File: src/rtl/ipc_mbx_pkg.sv
package ipc_mbx_pkg;

    localparam int DATA_W  = 32;
    localparam int WIN_LSB = 2;
    localparam int WIN_MSB = 9;
    localparam int WORD_W  = WIN_MSB - WIN_LSB + 1;

    typedef enum logic [1:0] {
        SEL_NONE,
        SEL_REQ,
        SEL_FLAG,
        SEL_RPLY
    } reg_sel_e;

    typedef struct packed {
        logic              wr;
        logic              rd;
        reg_sel_e          sel;
        logic [DATA_W-1:0] wdata;
    } bus_op_t;

    function automatic reg_sel_e decode_word(input logic [WORD_W-1:0] w);
        case (w)
            WORD_W'(0): return SEL_REQ;
            WORD_W'(1): return SEL_FLAG;
            WORD_W'(2): return SEL_RPLY;
            default:    return SEL_NONE;
        endcase
    endfunction

endpackage

File: src/rtl/ipc_mbx_port_dec.sv
module ipc_mbx_port_dec
    import ipc_mbx_pkg::*;
#(
    parameter int ADDR_W = 16
) (
    input  logic              wr,
    input  logic              rd,
    input  logic [ADDR_W-1:0] addr,
    input  logic [DATA_W-1:0] wdata,
    output bus_op_t           op
);
    // bits outside the window index are deliberately dropped (mirroring)
    logic unused_addr_bits;
    assign unused_addr_bits = ^{addr[ADDR_W-1:WIN_MSB+1], addr[WIN_LSB-1:0]};

    always_comb begin
        op.wr    = wr;
        op.rd    = rd;
        op.sel   = decode_word(addr[WIN_MSB:WIN_LSB]);
        op.wdata = wdata;
    end
endmodule

File: src/rtl/ipc_mbx_ptr.sv
module ipc_mbx_ptr
    import ipc_mbx_pkg::*;
#(
    parameter reg_sel_e MATCH = SEL_REQ
) (
    input  logic              clk,
    input  logic              rst,
    input  bus_op_t           op,
    output logic [DATA_W-1:0] q
);
    logic unused_rd;
    assign unused_rd = op.rd;

    always_ff @(posedge clk) begin
        if (rst)
            q <= '0;
        else if (op.wr && op.sel == MATCH)
            q <= op.wdata;
    end
endmodule

File: src/rtl/ipc_mbx_flags.sv
module ipc_mbx_flags
    import ipc_mbx_pkg::*;
#(
    parameter int                FLAG_W    = 8,
    parameter logic [FLAG_W-1:0] HOST_MASK = 8'h0B,
    parameter logic [FLAG_W-1:0] IOP_MASK  = 8'hF4
) (
    input  logic              clk,
    input  logic              rst,
    input  bus_op_t           h_op,
    input  bus_op_t           i_op,
    output logic [FLAG_W-1:0] flags,
    output logic              irq_host,
    output logic              irq_iop
);
    logic [FLAG_W-1:0] h_bits, i_bits, set_v, clr_v, nxt;

    logic unused_flag_in;
    assign unused_flag_in = ^{h_op.rd, i_op.rd,
                              h_op.wdata[DATA_W-1:FLAG_W], i_op.wdata[DATA_W-1:FLAG_W]};

    always_comb begin
        h_bits = (h_op.wr && h_op.sel == SEL_FLAG) ? h_op.wdata[FLAG_W-1:0] : '0;
        i_bits = (i_op.wr && i_op.sel == SEL_FLAG) ? i_op.wdata[FLAG_W-1:0] : '0;
        // owners set, receivers clear; set wins on a shared bit
        set_v  = (h_bits & HOST_MASK) | (i_bits & IOP_MASK);
        clr_v  = (h_bits & IOP_MASK)  | (i_bits & HOST_MASK);
        nxt    = (flags & ~clr_v) | set_v;
    end

    always_ff @(posedge clk) begin
        if (rst) flags <= '0;
        else     flags <= nxt;
    end

    assign irq_iop  = |(flags & HOST_MASK);
    assign irq_host = |(flags & IOP_MASK);
endmodule

File: src/rtl/ipc_mbx_rdport.sv
module ipc_mbx_rdport
    import ipc_mbx_pkg::*;
#(
    parameter int FLAG_W = 8
) (
    input  logic              clk,
    input  logic              rst,
    input  bus_op_t           op,
    input  logic [DATA_W-1:0] req_ptr,
    input  logic [FLAG_W-1:0] flags,
    input  logic [DATA_W-1:0] rply_ptr,
    output logic [DATA_W-1:0] rdata
);
    localparam int PAD_W = DATA_W - FLAG_W;

    logic unused_wr;
    assign unused_wr = ^{op.wr, op.wdata};

    always_ff @(posedge clk) begin
        if (rst)
            rdata <= '0;
        else if (op.rd) begin
            case (op.sel)
                SEL_REQ:  rdata <= req_ptr;
                SEL_FLAG: rdata <= {{PAD_W{1'b0}}, flags};
                SEL_RPLY: rdata <= rply_ptr;
                default:  rdata <= '0;
            endcase
        end
    end
endmodule

File: src/rtl/ipc_mailbox.sv
module ipc_mailbox
    import ipc_mbx_pkg::*;
#(
    parameter int                ADDR_W    = 16,
    parameter int                FLAG_W    = 8,
    parameter logic [FLAG_W-1:0] HOST_MASK = 8'h0B,
    parameter logic [FLAG_W-1:0] IOP_MASK  = 8'hF4
) (
    input  logic              clk,
    input  logic              rst,
    input  logic              h_wr,
    input  logic              h_rd,
    input  logic [ADDR_W-1:0] h_addr,
    input  logic [31:0]       h_wdata,
    output logic [31:0]       h_rdata,
    input  logic              i_wr,
    input  logic              i_rd,
    input  logic [ADDR_W-1:0] i_addr,
    input  logic [31:0]       i_wdata,
    output logic [31:0]       i_rdata,
    output logic              irq_host,
    output logic              irq_iop
);
    localparam int NPORT = 2;
    localparam int P_HOST = 0;
    localparam int P_IOP  = 1;

    logic              wr_a    [NPORT];
    logic              rd_a    [NPORT];
    logic [ADDR_W-1:0] addr_a  [NPORT];
    logic [DATA_W-1:0] wdata_a [NPORT];
    logic [DATA_W-1:0] rdata_a [NPORT];
    bus_op_t           op_a    [NPORT];

    logic [DATA_W-1:0] req_ptr, rply_ptr;
    logic [FLAG_W-1:0] flags;

    assign wr_a[P_HOST]    = h_wr;
    assign rd_a[P_HOST]    = h_rd;
    assign addr_a[P_HOST]  = h_addr;
    assign wdata_a[P_HOST] = h_wdata;
    assign wr_a[P_IOP]     = i_wr;
    assign rd_a[P_IOP]     = i_rd;
    assign addr_a[P_IOP]   = i_addr;
    assign wdata_a[P_IOP]  = i_wdata;
    assign h_rdata         = rdata_a[P_HOST];
    assign i_rdata         = rdata_a[P_IOP];

    for (genvar s = 0; s < NPORT; s++) begin : g_port
        ipc_mbx_port_dec #(.ADDR_W(ADDR_W)) u_dec (
            .wr(wr_a[s]), .rd(rd_a[s]), .addr(addr_a[s]),
            .wdata(wdata_a[s]), .op(op_a[s])
        );
        ipc_mbx_rdport #(.FLAG_W(FLAG_W)) u_rd (
            .clk(clk), .rst(rst), .op(op_a[s]),
            .req_ptr(req_ptr), .flags(flags), .rply_ptr(rply_ptr),
            .rdata(rdata_a[s])
        );
    end

    // request pointer is owned by the host port only
    ipc_mbx_ptr #(.MATCH(SEL_REQ)) u_req (
        .clk(clk), .rst(rst), .op(op_a[P_HOST]), .q(req_ptr)
    );

    // reply pointer is owned by the I/O-processor port only
    ipc_mbx_ptr #(.MATCH(SEL_RPLY)) u_rply (
        .clk(clk), .rst(rst), .op(op_a[P_IOP]), .q(rply_ptr)
    );

    ipc_mbx_flags #(
        .FLAG_W(FLAG_W), .HOST_MASK(HOST_MASK), .IOP_MASK(IOP_MASK)
    ) u_flags (
        .clk(clk), .rst(rst), .h_op(op_a[P_HOST]), .i_op(op_a[P_IOP]),
        .flags(flags), .irq_host(irq_host), .irq_iop(irq_iop)
    );
endmodule

File: config.mk
export PLATFORM = sky130hd
export DESIGN_NAME = ipc_mailbox
export DESIGN_NICKNAME = d
export VERILOG_FILES = /design/src/rtl/ipc_mbx_pkg.sv /design/src/rtl/ipc_mbx_port_dec.sv /design/src/rtl/ipc_mbx_ptr.sv /design/src/rtl/ipc_mbx_flags.sv /design/src/rtl/ipc_mbx_rdport.sv /design/src/rtl/ipc_mailbox.sv
export SDC_FILE = /design/constraint.sdc
export NUM_CORES = 1
export LEC_CHECK = 0
export BUFFER_PORTS_ARGS = -buffer_cell sky130_fd_sc_hd__buf_2
export CORE_MARGIN = 1.5
export CORE_UTILIZATION = 40
export CTS_CLUSTER_SIZE = 30
export DETAILED_ROUTE_END_ITERATION = 12
export HOLD_SLACK_MARGIN = 0.02
export PLACE_DENSITY = 0.69
export SLEW_MARGIN = 10
export SYNTH_ARGS = -nofsm -noshare
export SYNTH_HDL_FRONTEND = slang
export SYNTH_HIERARCHICAL = 1
export SYNTH_SLANG_ARGS = --single-unit
File: constraint.sdc
create_clock -name clk -period 5 [get_ports clk]
set_input_delay 0.5 -clock clk [delete_from_list [all_inputs] [get_ports clk]]
set_output_delay 0.5 -clock clk [all_outputs]
set_load 0.05 [all_outputs]
==> results of run 1 <==
## critical path, delay by kind of cell
family	cells	cell delay [ns]
buf+inv	2	0.56
simple gates	3	2.05
mux	1	0.26
## power by group
group	internal, uW	leakage (uW)	switching (uW)
sequential	1090	0.00110	4.09
clock	741	0.000267	477
combinational	61.9	0.00145	88.1
## flip-flops by register name, indices dropped and copies added, names as in the netlist
name and cells:
g_port.u_rd/rdata 64, u_rply/q 32, u_req/q 32, u_flags/flags 8
## layout make-up
cell class                 count  area, sq um
clock inverter                11          126
tap                          220          275
inverter                       4         15.0
sequential                   136         2720
fill                        1634         9060
timing repair buffer         158          811
multi-input combinational    459         3190
clock buffer                  19          443
## per-layer routing
metal	part of all wire (%)	wire length (um)	up-vias	track usage, %
met5	0	0	-	0
met4	1.3	209	0	6.46
met3	4.6	713	16	4.26
met2	45	7100	127	27.6
met1	49	7590	2281	23.9
li1	-	-	2483	-
## how the worst min path moves through the flow
stage / start / to / slack [ns]
floorplan: u_req/q[0] / u_req/q[0] / 0.45
global placement: g_port[0].u_rd/rdata[11] / g_port[0].u_rd/rdata[11] / 0.43
detailed placement: g_port[0].u_rd/rdata[11] / g_port[0].u_rd/rdata[11] / 0.44
CTS: i_wdata[5] / u_flags/flags[5] / 0.29
global route: i_wdata[5] / u_flags/flags[5] / 0.30
finish: i_wdata[4] / u_flags/flags[4] / 0.32
## per-stage QoR
| stage | cell area, sq um | hold slack [ns] | power, uW | worst slack (ns) |
|---|---|---|---|---|
| 2_1_floorplan | 6830 | 0.453 | 1250 | 2.62 |
| 3_3_place_gp | 7020 | 0.434 | 1270 | 1.64 |
| 3_5_place_dp | 7020 | 0.438 | 1270 | 1.57 |
| 4_1_cts | 7580 | 0.294 | 2490 | 1.99 |
| 5_1_grt | 7580 | 0.301 | 2550 | 1.85 |
| 6_report | 7580 | 0.316 | 2460 | 1.96 |
## cell families (layout without fill, tap and decap cells)
group                     after synthesis  after routing  synth area share (%)
DFF                                   136            136                  39.9
muxes                                 112            112                  16.4
buffers and inverters                 118            192                  13.6
and+or+nand+nor                       257            257                  22.2
xor gates and xnor gates                2              2                 0.257
AOI/OAI and AO/OA                      88             88                  7.57
## Yosys cell counts, types with 6 or more instances
cell type  number  share of area, %
o21ai_1        40               2.9
buf_2           6              0.44
nor2_1         17              0.93
nor4_1         18               1.6
dfxtp_1       136                40
clkbuf_1       12              0.66
nand2_1        49               2.7
nand2b_1      133                12
buf_12          6               1.8
mux2i_1       112                16
a21oi_1        16               1.2
nor2b_1        16               1.5
a211oi_1       16               1.8
o21ai_0         8              0.59
buf_6          12               2.0
buf_4          78               8.6
==> metrics, run 1 <==
Primary FF master, synth dfxtp_1; Max Fanout on Critical Path 22; RD Place Congestion 0.815; initial antenna violation count 0; Max stage delay on crit path 0.88 ns; post-CTS setup buffer count 0; status finished, final reports clean; Net Count, Synth 815; Worst R2R End g_port[1].u_rd/rdata[4]; H-tree depth 4; CTS resizes 0; chip width 134 um; Tightest Hold Check Type primary input to register; Startpoint Class primary input; all-layer global routing usage 17.7%; grt ovf 0; most frequent cells in the layout buf_2, dfxtp_1, nand2b_1; highest clock rate 329 MHz; critical path data arrival time 3.39 ns; IO buf count 151; full die area 0.0179 sq mm; start point of the critical path i_addr[7]; Slew @ Worst Pin 1.14 ns; Vias/cell 4.87; largest net degree at the start of global routing 107; Synth Register Bits 136; Max Root-Sink Buffers 2; CTS tree done; Reg2Reg Setup Slack 3.96 ns; DRC errors left 0; Starting Density 41.0%; antenna cells 0; Skew-Pair Late Insertion Delay 0.42 ns; setup_tns 0 ns; nets 878; number of synthesized flops with an enable pin 0; Area Overhead vs Synth 11.1%; vias in the first global route 4,651; worst-case clock skew 0.0142 ns; final non-filler cell total 1,007; Max VDD drop 0.000224 V; Tcrit/Tclk final 60.8%; Avg Inst Size Synth 9.57 sq um; Ports 168; RSZ-0062 raised after global routing false; first-pass GRT wire length 24,300 um; sequential share of the synthesized area 39.9%; hold path depth 2; clk root buf clkbuf_16; max-cap viol count 0; Final Hold Viols 0; Yosys warnings 6; slew margin rel. 23.6%; CP required 5.35 ns; fraction of layout instances using a drive strength above 1 25.4%; drt first pass iters 5; Die H 134 um; clk sinks 136; worst r2r src u_req/q[4]; core area 0.0166 sq mm; CP max stage cell nor4_1; Synth cell types 33; final critical path time including I/O delays and setup 3.04 ns; DR iter-0 viols 235; number of CTS-inserted buffers 17; Final Util 45.6%; most common cell after layout, fill and taps aside buf_2; Static Leak 0.00281 uW; ANT nets after route 0; Slew Limit Fails 0; Worst R2R Path Depth 3; WS Path Type primary input to register; end point of the critical path u_rply/q[24]; Placed Cells 977; final WL 15,600 um; detailed placement HPWL 10,200 um; Synth Cell Area 0.00683 sq mm; Worst-path clk slew 0.06 ns; fraction of registers with async set/reset 0%; pwr dens 325 mW/mm^2; DR vias 4,907; crit path cell chain buf_2 -> or4_4 -> nor4_1 -> and3_2 -> buf_4 -> mux2i_1; # rows 47; Worst Setup End Kind register; Mapped Cells 713; final setup fails 0; routed length per instance 15.5 um; hold_buf cts 0
(Power assumes the default switching activity.)
==> inputs of run 2 (changes only) <==
==> constraint.sdc (replaced) <==
create_clock -name clk -period 3.03 [get_ports clk]
set_input_delay 0.303 -clock clk [delete_from_list [all_inputs] [get_ports clk]]
set_output_delay 0.303 -clock clk [all_outputs]
set_load 0.05 [all_outputs]
==> metrics, run 2 (synthesis gave the netlist of run 1 again) <==
DRC errors left 0 (unchanged); routed length per instance 15.6 um (+0.34%); ANT nets after route 0 (unchanged); CTS tree done; Starting Density 41.0% (unchanged); Vias/cell 4.78 (-1.9%); Tightest Hold Check Type primary input to register; RD Place Congestion 0.796 (-2.3%); nets 880 (+0.23%); Ports 168 (unchanged); GRT met2 Usage 28.0% (+0.43 points); grt ovf 0 (unchanged); number of CTS-inserted buffers 17 (unchanged); final critical path time including I/O delays and setup 1.82 ns; RSZ-0062 raised after global routing false; most frequent cells in the layout buf_2, dfxtp_1, nand2b_1; post-CTS setup buffer count 0 (unchanged); Worst-path clk slew 0.06 ns (about the same); core area 0.0166 sq mm (unchanged); Max VDD drop 0.000381 V (+70%); detailed placement HPWL 10,400 um (+1.9%); # rows 47 (unchanged); Clock power frac 51.1% (+1.6 points); worst r2r src u_req/q[1]; CTS resizes 0 (unchanged); met1 Use GR 24.7% (+0.80 points); fraction of layout instances using a drive strength above 1 25.4% (+0.030 points); Final Hold Viols 0 (unchanged); H-tree depth 4 (unchanged); worst-case clock skew 0.00683 ns (-0.00733 ns); Static Leak 0.00285 uW (+1.3%); Reg power frac 43.0% (-1.4 points); switching pwr 925 uW (+62%); DR iter-0 viols 287 (+22%); critical path data arrival time 2.07 ns (-1.32 ns); pwr dens 548 mW/mm^2 (+69%); Die H 134 um (unchanged); setup_tns 0 ns (unchanged); max reg flops 64 (unchanged); clk sinks 136 (unchanged); Worst Hold Launch i_wdata[6]; P_int 3280 uW (+73%); Tcrit/Tclk final 60.0%; first-pass GRT wire length 25,100 um (+3.0%); final setup fails 0 (unchanged); final WL 15,800 um (+0.93%); Gate power share 5.9% (-0.2 points); highest clock rate 550 MHz; total power 4200 uW (+71%); global route hottest layer met2; chip width 134 um (unchanged); drt first pass iters 4 (-1); largest registers g_port.u_rd/rdata (64), u_req/q (32), u_rply/q (32); largest net degree at the start of global routing 116 (+8.4%); DR vias 4,842 (-1.3%); initial antenna violation count 2 (+2); Top reg by flops g_port.u_rd/rdata; Worst Setup End Kind register; IO buf count 151 (unchanged); hold_buf cts 0 (unchanged); Max Fanout on Critical Path 30 (+36%); fraction of power spent switching nets 22.0% (-1.1 points); WS Path Type primary input to register; clk root buf clkbuf_16; status finished, final reports clean; most common cell after layout, fill and taps aside buf_2; full die area 0.0179 sq mm (unchanged); max-cap viol count 0 (unchanged); CP required 3.28 ns (-2.07 ns); Max Root-Sink Buffers 2 (unchanged); start point of the critical path i_addr[7]; Skew-Pair Late Insertion Delay 0.42 ns (about the same); all-layer global routing usage 18.2% (+0.47 points); met3 global-route usage 4.79% (+0.53 points); Startpoint Class primary input; Area Overhead vs Synth 12.4%; slew margin rel. 36.9% (+13 points); Slew @ Worst Pin 0.946 ns (-0.189 ns); Slew Limit Fails 0 (unchanged); vias in the first global route 4,704 (+1.1%)
## run 2: through the flow
step | std cells | cell area, sq um | utilization, % | hold slack [ns] | worst slack, ns
after detailed placement | 979 | 7060 | 42.4 | 0.438 | 0.808
after global routing | 1012 | 7670 | 46.1 | 0.119 | 1.06
final | 1013 | 7670 | 46.1 | 0.118 | 1.21
after global placement | 979 | 7060 | 42.4 | 0.433 | 0.817
after floorplan | 713 | 6830 | - | 0.419 | 0.849
after CTS | 1010 | 7670 | 46.1 | 0.108 | 1.24
## run 2: area by class of cell
cell class	instances	area (sq um)
antenna	3	7.51
tap	220	275
multi-input combinational	459	3190
inverter	4	15.0
timing repair buffer	160	851
clock buffer	20	437
sequential	136	2720
fill	1610	8970
clock inverter	11	174
## run 2: worst max-delay path, stage by stage
cell      delay, ns
buf_2          0.09
or4_4          0.55
nor4_4         0.30
buf_4          0.37
nor2b_1        0.09
a211oi_1       0.25
nor4_1         0.11
## run 2: layer usage
layer,vias up,part of all wire [%],wire (um)
li1,2488,-,-
met1,2237,48,7560
met2,106,46,7230
met3,11,5.1,799
met4,0,1.1,170
met5,-,0,0
## run 2: worst paths after layout
| check | slack [ns] | endpoint | cells past startpoint |
|---|---|---|---|
| max reg2reg | 2.02 | g_port[1].u_rd/rdata[1] | 3 |
| min reg2reg | 0.44 | g_port[0].u_rd/rdata[11] | 2 |
| max | 1.21 | g_port[1].u_rd/rdata[1] | 7 |
| min | 0.12 | u_flags/flags[6] | 2 |
## run 2: power groups by stage
| stage | logic (uW) | clock network, uW | registers (uW) |
|---|---|---|---|
| 2_1_floorplan | 184 | 0 | 1880 |
| 3_3_place_gp | 248 | 0 | 1850 |
| 5_1_grt | 272 | 2260 | 1810 |
| 6_report | 248 | 2150 | 1810 |
| 4_1_cts | 251 | 2190 | 1810 |
| 3_5_place_dp | 250 | 0 | 1850 |
==> inputs of run 3 (changes only) <==
==> constraint.sdc (replaced) <==
create_clock -name clk -period 1.7 [get_ports clk]
set_input_delay 0.17 -clock clk [delete_from_list [all_inputs] [get_ports clk]]
set_output_delay 0.17 -clock clk [all_outputs]
set_load 0.05 [all_outputs]
==> metrics, run 3 (synthesis gave the netlist of run 1 again) <==
status finished, final reports clean; max-cap viol count 0 (unchanged); chip width 134 um (unchanged); start point of the critical path h_addr[7]; clk sinks 136 (unchanged); Slew @ Worst Pin 0.679 ns (-0.267 ns); Vias/cell 4.78 (about the same); Tightest Hold Check Type primary input to register; number of CTS-inserted buffers 17 (unchanged); most frequent cells in the layout buf_2, dfxtp_1, nand2b_1; most common cell after layout, fill and taps aside buf_2; antenna cells 0 (-3); Fillers 1,591 (-1.2%); Slew Limit Fails 0 (unchanged); Worst Hold Launch i_wdata[8]; fraction of layout instances using a drive strength above 1 28.5% (+3.0 points); Gate power share 7.4% (+1.5 points); P_int 5800 uW (+77%); Area Overhead vs Synth 23.8%; Max VDD drop 0.000713 V (+87%); ANT nets after route 0 (unchanged); WS Path Type primary input to register; Ports 168 (unchanged); nets 949 (+7.8%); full die area 0.0179 sq mm (unchanged); routed length per instance 15.0 um (-3.3%); vias in the first global route 5,057 (+7.5%); Worst Slack Setup Final 0.0623 ns (-1.15 ns); final critical path time including I/O delays and setup 1.64 ns; post-CTS setup buffer count 0 (unchanged); DRC errors left 0 (unchanged); drt first pass iters 4 (unchanged); core area 0.0166 sq mm (unchanged); Worst-path clk slew 0.06 ns (about the same); Static Leak 0.00318 uW (+12%); grt ovf 0 (unchanged); critical path data arrival time 1.93 ns (-0.14 ns); CP required 1.99 ns (-1.29 ns); clk root buf clkbuf_16; Startpoint Class primary input; Final Hold Viols 0 (unchanged); highest clock rate 611 MHz; DR iter-0 viols 203 (-29%); initial antenna violation count 0 (-2); pre-CTS WS -0.319 ns (-1.13 ns); Max Root-Sink Buffers 2 (unchanged); largest registers g_port.u_rd/rdata (64), u_req/q (32), u_rply/q (32); worst-case clock skew 0.00618 ns (-0.000644 ns); RD Place Congestion 0.821 (+3.1%); switching pwr 1680 uW (+82%); IO buf count 151 (unchanged); Top reg by flops g_port.u_rd/rdata; Starting Density 41.0% (unchanged); RSZ-0062 raised after global routing true; Worst Setup End Kind register; Max Fanout on Critical Path 10 (-67%); Clock power frac 49.5% (-1.6 points); first-pass GRT wire length 25,800 um (+3.1%); Die H 134 um (unchanged); max reg flops 64 (unchanged); final setup fails 0 (unchanged); CTS tree done; Skew-Pair Late Insertion Delay 0.41 ns (about the same); final WL 16,200 um (+3.1%); all-layer global routing usage 18.5% (+0.31 points); DR vias 5,167 (+6.7%); Final Cell Area 0.00845 sq mm (+10%); largest net degree at the start of global routing 45 (-61%); Placed Cells 1,003 (+2.5%); H-tree depth 4 (unchanged); instance area at placement 0.00739 sq mm (+4.8%); final non-filler cell total 1,080 (+6.6%); slew margin rel. 54.6% (+18 points); fraction of power spent switching nets 22.5% (+0.47 points); pwr dens 886 mW/mm^2 (+62%); detailed placement HPWL 11,300 um (+8.3%); # rows 47 (unchanged); worst r2r src u_flags/flags[5]; Reg power frac 43.1% (about the same); Tcrit/Tclk final 96.3%
-- run 3: worst paths after layout --
check | endpoint | slack [ns] | cells after the start
worst max-delay path | g_port[0].u_rd/rdata[13] | 0.06 | 7
worst min-delay path | u_rply/q[8] | 0.03 | 3
worst max register to register | g_port[1].u_rd/rdata[5] | 0.84 | 2
worst min register to register | g_port[0].u_rd/rdata[11] | 0.45 | 2
-- run 3: metal layers --
| layer | track usage (%) | up-vias | part of all wire (%) |
|---|---|---|---|
| met1 | 24.2 | 2393 | 48 |
| met4 | 6.70 | 0 | 1.4 |
| li1 | - | 2627 | - |
| met5 | 0 | - | 0 |
| met3 | 3.58 | 18 | 4.2 |
| met2 | 30.4 | 129 | 47 |
-- run 3: area by class of cell --
class	count	area, sq um	area share (%)
tap	220	275	3.26
multi-input combinational	459	3270	38.7
sequential	136	2720	32.2
inverter	4	15.0	0.178
clock buffer	23	488	5.78
clock inverter	9	114	1.35
timing repair buffer	229	1560	18.5
-- run 3: worst max-delay path: stages --
cell     delay (ns)
buf_2          0.09
or4_4          0.55
nor4_4         0.40
buf_4          0.27
buf_12         0.15
mux2i_1        0.21
o21ai_1        0.08
-- run 3: timing repair --
item | 4_1_cts | 5_1_grt
hold endpoints to repair | 45 | 0
gates resized for setup | 0 | 1
hold buffers | 45 | 0
setup endpoints to repair | 0 | 1
-- run 3: metrics by stage --
step / hold WS (ns) / util, % / TNS (ns) / power (uW)
after floorplan: 0.286 / - / -14.59 / 3700
after global placement: 0.408 / 44.4 / -28.37 / 3770
after detailed placement: 0.413 / 44.4 / -30.11 / 3770
after CTS: 0.0204 / 50.7 / 0 / 7570
after global routing: 0.0337 / 50.8 / -0.00281 / 7740
final: 0.0343 / 50.8 / 0 / 7490
-- run 3: power by group through the flow --
stage | sequential [uW] | clock, uW | combinational, uW
after detailed placement | 3290 | 0 | 479
after floorplan | 3350 | 0 | 342
final | 3220 | 3710 | 554
after global routing | 3220 | 3910 | 599
after global placement | 3290 | 0 | 478
after CTS | 3220 | 3780 | 559
